### src/rtl/slp_pkg.sv
package slp_pkg;
    typedef enum logic [1:0] {
        PS_RUN   = 2'd0,
        PS_LIGHT = 2'd1,
        PS_DEEP  = 2'd2,
        PS_STBY  = 2'd3
    } pwr_state_t;
endpackage

### src/rtl/slp_depth_sel.sv
module slp_depth_sel
    import slp_pkg::*;
(
    input  logic       stby_sel,
    input  logic       deep_sel,
    output pwr_state_t target
);
    // Priority pick: standby over deep sleep over light sleep
    always_comb begin
        if (stby_sel)      target = PS_STBY;
        else if (deep_sel) target = PS_DEEP;
        else               target = PS_LIGHT;
    end
endmodule

### src/rtl/slp_state_fsm.sv
module slp_state_fsm
    import slp_pkg::*;
(
    input  logic       clk,
    input  logic       rst_n,
    input  logic       sleep_req,
    input  logic       irq_pending,
    input  logic       stby_sel,
    input  logic       deep_sel,
    input  pwr_state_t target,
    output pwr_state_t state_q
);
    pwr_state_t state_d;

    always_comb begin
        state_d = state_q;
        unique case (state_q)
            PS_RUN:   if (sleep_req)   state_d = target;
            PS_LIGHT: if (irq_pending) state_d = PS_RUN;
            PS_DEEP:  if (irq_pending) state_d = PS_RUN;
            PS_STBY:  if (irq_pending) state_d = PS_RUN;
        endcase
    end

    always_ff @(posedge clk) begin
        if (!rst_n) state_q <= PS_RUN;
        else        state_q <= state_d;
    end

    AST_STAY_RUN: assert property (@(posedge clk) disable iff (!rst_n)
        (state_q == PS_RUN && !sleep_req) |=> (state_q == PS_RUN));
    AST_STBY_PRIO: assert property (@(posedge clk) disable iff (!rst_n)
        (state_q == PS_RUN && sleep_req && stby_sel) |=> (state_q == PS_STBY));
    AST_DEEP_PICK: assert property (@(posedge clk) disable iff (!rst_n)
        (state_q == PS_RUN && sleep_req && !stby_sel && deep_sel) |=> (state_q == PS_DEEP));
    AST_LIGHT_PICK: assert property (@(posedge clk) disable iff (!rst_n)
        (state_q == PS_RUN && sleep_req && !stby_sel && !deep_sel) |=> (state_q == PS_LIGHT));
    AST_WAKE_ON_IRQ: assert property (@(posedge clk) disable iff (!rst_n)
        (state_q != PS_RUN && irq_pending) |=> (state_q == PS_RUN));
    AST_HOLD_LOWPWR: assert property (@(posedge clk) disable iff (!rst_n)
        (state_q != PS_RUN && !irq_pending) |=> $stable(state_q));
endmodule

### src/rtl/slp_out_dec.sv
module slp_out_dec
    import slp_pkg::*;
#(
    parameter int NUM_PERIPH = 3
)(
    input  pwr_state_t            state_q,
    output logic                  core_run,
    output logic                  clk_stop,
    output logic [NUM_PERIPH-1:0] periph_halt,
    output logic                  dma_halt
);
    logic halt_all;

    always_comb begin
        core_run = 1'b0;
        clk_stop = 1'b1;
        halt_all = 1'b0;
        dma_halt = 1'b0;
        unique case (state_q)
            PS_RUN: begin
                core_run = 1'b1;
                clk_stop = 1'b0;
            end
            PS_LIGHT: begin
            end
            PS_DEEP: begin
                dma_halt = 1'b1;
            end
            PS_STBY: begin
                dma_halt = 1'b1;
                halt_all = 1'b1;
            end
        endcase
    end

    for (genvar g = 0; g < NUM_PERIPH; g++) begin : g_periph
        assign periph_halt[g] = halt_all;
    end
endmodule

### src/rtl/slp_power_ctrl.sv
module slp_power_ctrl
    import slp_pkg::*;
#(
    parameter int NUM_PERIPH = 3
)(
    input  logic                  clk,
    input  logic                  rst_n,
    input  logic                  sleep_req,
    input  logic                  stby_sel,
    input  logic                  deep_sel,
    input  logic                  irq_pending,
    output logic [1:0]            pwr_state,
    output logic                  core_run,
    output logic                  clk_stop,
    output logic [NUM_PERIPH-1:0] periph_halt,
    output logic                  dma_halt
);
    pwr_state_t target;
    pwr_state_t state_q;

    slp_depth_sel u_sel (
        .stby_sel (stby_sel),
        .deep_sel (deep_sel),
        .target   (target)
    );

    slp_state_fsm u_fsm (
        .clk         (clk),
        .rst_n       (rst_n),
        .sleep_req   (sleep_req),
        .irq_pending (irq_pending),
        .stby_sel    (stby_sel),
        .deep_sel    (deep_sel),
        .target      (target),
        .state_q     (state_q)
    );

    slp_out_dec #(.NUM_PERIPH(NUM_PERIPH)) u_dec (
        .state_q     (state_q),
        .core_run    (core_run),
        .clk_stop    (clk_stop),
        .periph_halt (periph_halt),
        .dma_halt    (dma_halt)
    );

    assign pwr_state = state_q;

    AST_RESET_RUN: assert property (@(posedge clk)
        !rst_n |=> (core_run && !clk_stop && !dma_halt));
    AST_CLK_VS_RUN: assert property (@(posedge clk) disable iff (!rst_n)
        (core_run != clk_stop));
    AST_PERIPH_STOPPED: assert property (@(posedge clk) disable iff (!rst_n)
        (|periph_halt) |-> (dma_halt && clk_stop));
    AST_DMA_STOPPED: assert property (@(posedge clk) disable iff (!rst_n)
        dma_halt |-> !core_run);
    AST_SLEEP_WINS: assert property (@(posedge clk) disable iff (!rst_n)
        (core_run && sleep_req && irq_pending) |=> clk_stop);
endmodule

### config.mk
export PLATFORM = sky130hd
export DESIGN_NAME = slp_power_ctrl
export DESIGN_NICKNAME = d
export VERILOG_FILES = /design/src/rtl/slp_pkg.sv /design/src/rtl/slp_depth_sel.sv /design/src/rtl/slp_state_fsm.sv /design/src/rtl/slp_out_dec.sv /design/src/rtl/slp_power_ctrl.sv
export SDC_FILE = /design/constraint.sdc
export NUM_CORES = 1
export LEC_CHECK = 0
export ABC_CLOCK_PERIOD_IN_PS = 1000
export BUFFER_PORTS_ARGS = -buffer_cell sky130_fd_sc_hd__buf_2
export CAP_MARGIN = 5
export CORE_AREA = 2 2 39 41
export DETAILED_ROUTE_END_ITERATION = 8
export DIE_AREA = 0 0 41 43
export PLACE_DENSITY_LB_ADDON = 0.2
export SYNTH_ARGS = -nofsm -noshare
export SYNTH_HDL_FRONTEND = slang
export SYNTH_SLANG_ARGS = --single-unit
### constraint.sdc
create_clock -name clk -period 1 [get_ports clk]
set_input_delay 0.3 -clock clk [delete_from_list [all_inputs] [get_ports clk]]
set_output_delay 0.3 -clock clk [all_outputs]
set_load 0.03 [all_outputs]
==> impl_metrics.toml <==
[run_status]
status = "finished, violations left"
violations = "setup timing"

[cells_and_area]
multiInputGateArea_um2 = 73.8
drive_gt1_share_pct = 83.3
syn2layout_area_growth_pct = 132
largestRegisters = "u_fsm.state_q x2"
utilization_pct = 21.4
nets = 38
antenna_cells = 0
fin_cells = 46
regMostFlops = "u_fsm.state_q"
num-fill-cells = 158
register_area_um2 = 47.5
finalInstanceArea_um2 = 297
largest_reg_flops = 2

[logic_synthesis]
synth_top_area_share_pct = 31.4
synth.top_cells.by_count = "buf_4 (3), dfxtp_1 (2), nand3b_1 (2), o31ai_1 (2)"
yosys_register_bits = 2
synth.avg_cell_area_um2 = 7.98
postSynth.asyncResetShare_pct = 0
synth.net_count = 22
syn_inst = 16
synth-seq-area-share_pct = 31.4
post-synth-top-count-cell = "buf_4"
synth-edff-count = 0
yosysUniqueCellTypes = 11
synth_area_um2 = 128
yosysTopAreaCell = "dfxtp_1"
yosys-top-cells-area = "dfxtp_1 (31%), buf_4 (18%), nand3b_1 (12%), o31ai_1 (12%), and2_2 (5.9%)"
synth_top_flop_cell = "dfxtp_1"
ys_warn_count = 0

[global_route]
grt_max_degree = 6
grt.overflow.total = 0
antenna_found_initial = 0
first_global_vias = 136
grt_first_pass_wirelength_um = 448
grtUsageTotal_pct = 4.80

[place]
dp.cells = 41
pre_cts_ws_ns = 0.00837
dp_hpwl_um = 293
numPortBuffers = 13
postPlaceCellArea_um2 = 203
gp_congestion = 0.589

[power_and_ir_drop]
ir_worst_vdd_mv = 0.507
power.density_mw_per_mm2 = 1510
p_leak_nw = 0.140
power_uw = 449

[timing]
holdWs_ns = 0.358
period_needed_ns = 1.20
fin_crit_sh_pct = 120
setup_violations = 8
worst_pin_slew_ns = 0.165
hold_viol = 0
fin_ws_ns = -0.197
slew_viol_final = 0
tns_ns = -1.17
grt_setup_unrepaired = "true"
max_freq_ghz = 0.835
slew_headroom_pct = 88.9
fin_skew_ns = 0.00233

[clock_network]
clk_pin_slew_ns = 0.03
htreeDepth = 1
clk_latency_ns = 0.22
numClockSinks = 2
cts_tree = "done"
clockBufferDepth = 2
root_buffer = "clkbuf_4"
numCtsBuffers = 3
cts_hold_buf = 0

[detailed_routing]
drt-wirelength-per-cell_um = 8.54
drtIter0Drc = 0
antenna_left = 0
avgViaCountPerCell = 3.54
firstDrtPassIters = 1
vias = 163
drc = 0
wl_um = 393

[floorplanning]
die-area_mm2 = 0.00176
core_area_mm2 = 0.00138
initial_core_util_pct = 9.22
rows = 14
pin_count = 14
die_h_um = 43
dieWidth_um = 41

[worst_setup_path]
required_ns = 0.70
max_stage_delay_ns = 0.37
critPathTopFamily = "flip-flops"
startpoint = "u_fsm.state_q[1]"
cp_max_fo = 5
crit_chain = "and2_4 > buf_6"
cp_slowest_cell = "dfxtp_4"
critPathLaunchType = "flip-flop"
path_buf_inv = 1
reg2reg_from = "u_fsm.state_q[0]"
criticalPathCategory = "reg -> out"
end_kind = "output port"
arrival_ns = 0.90

[min_path]
min_path_type = "in -> reg"
min_from = "rst_n"

[run]
max_cap_violations = 0
[worst reg2reg max path: stages, from the launching register on]
cell	delay [ns]
dfxtp_4	0.35
nor2_4	0.14
inv_4	0.04
buf_4	0.13
o31ai_2	0.16
[power by group]
group	leakage, nW	total (mW)	internal, mW	switching [mW]
combinational	0.109	0.171	0.0794	0.0915
sequential	0.0178	0.101	0.0879	0.0132
clock	0.0138	0.177	0.132	0.0446
total	0.140	0.449	0.300	0.149
[final timing paths]
kind / to / slack [ns] / cells past startpoint
setup / recovery: periph_halt[0] / -0.20 / 2
hold / removal: u_fsm.state_q[1] / 0.36 / 3
setup reg to reg: u_fsm.state_q[1] / 0.08 / 4
hold reg to reg: u_fsm.state_q[1] / 0.55 / 2
[placed cells by master (no fill, tap or decap)]
cell type,instances
and2_4,1
buf_2,5
buf_4,3
buf_6,7
clkbuf_4,3
dfxtp_4,2
inv_4,1
nand2_1,1
nand3b_1,2
nor2_1,1
nor2_4,1
nor2b_1,1
o31ai_2,2
[kinds of logic after synthesis]
| kind of cell | share of synthesized area, % |
|---|---|
| AND/OR/NAND/NOR | 33.3 |
| AO/OA/AOI/OAI | 11.8 |
| buffers and inverters | 23.5 |
| flip-flops | 31.4 |
[cell type report]
class / count / area share, %
Clock buffer: 3 / 7.59
Inverter: 1 / 2.11
Multi-Input combinational cell: 9 / 24.9
Sequential cell: 2 / 16.0
Tap cell: 16 / 6.75
Timing Repair Buffer: 15 / 42.6
[what timing repair did]
| item | CTS | global route |
|---|---|---|
| resized for setup | 11 | 8 |
| endpoints found under the setup margin | 8 | 10 |
| buffers inserted | 1 | 1 |
| pin swaps | 2 | 3 |
[per-layer routing]
metal	GRT usage, %	up-vias	wire, µm
met3	3.14	0	58
met2	5.00	14	184
met1	4.44	71	151
met4	8.00	0	0
li1	-	78	-
met5	0	-	0
No activity file was read; power rests on OpenSTA's default activity.
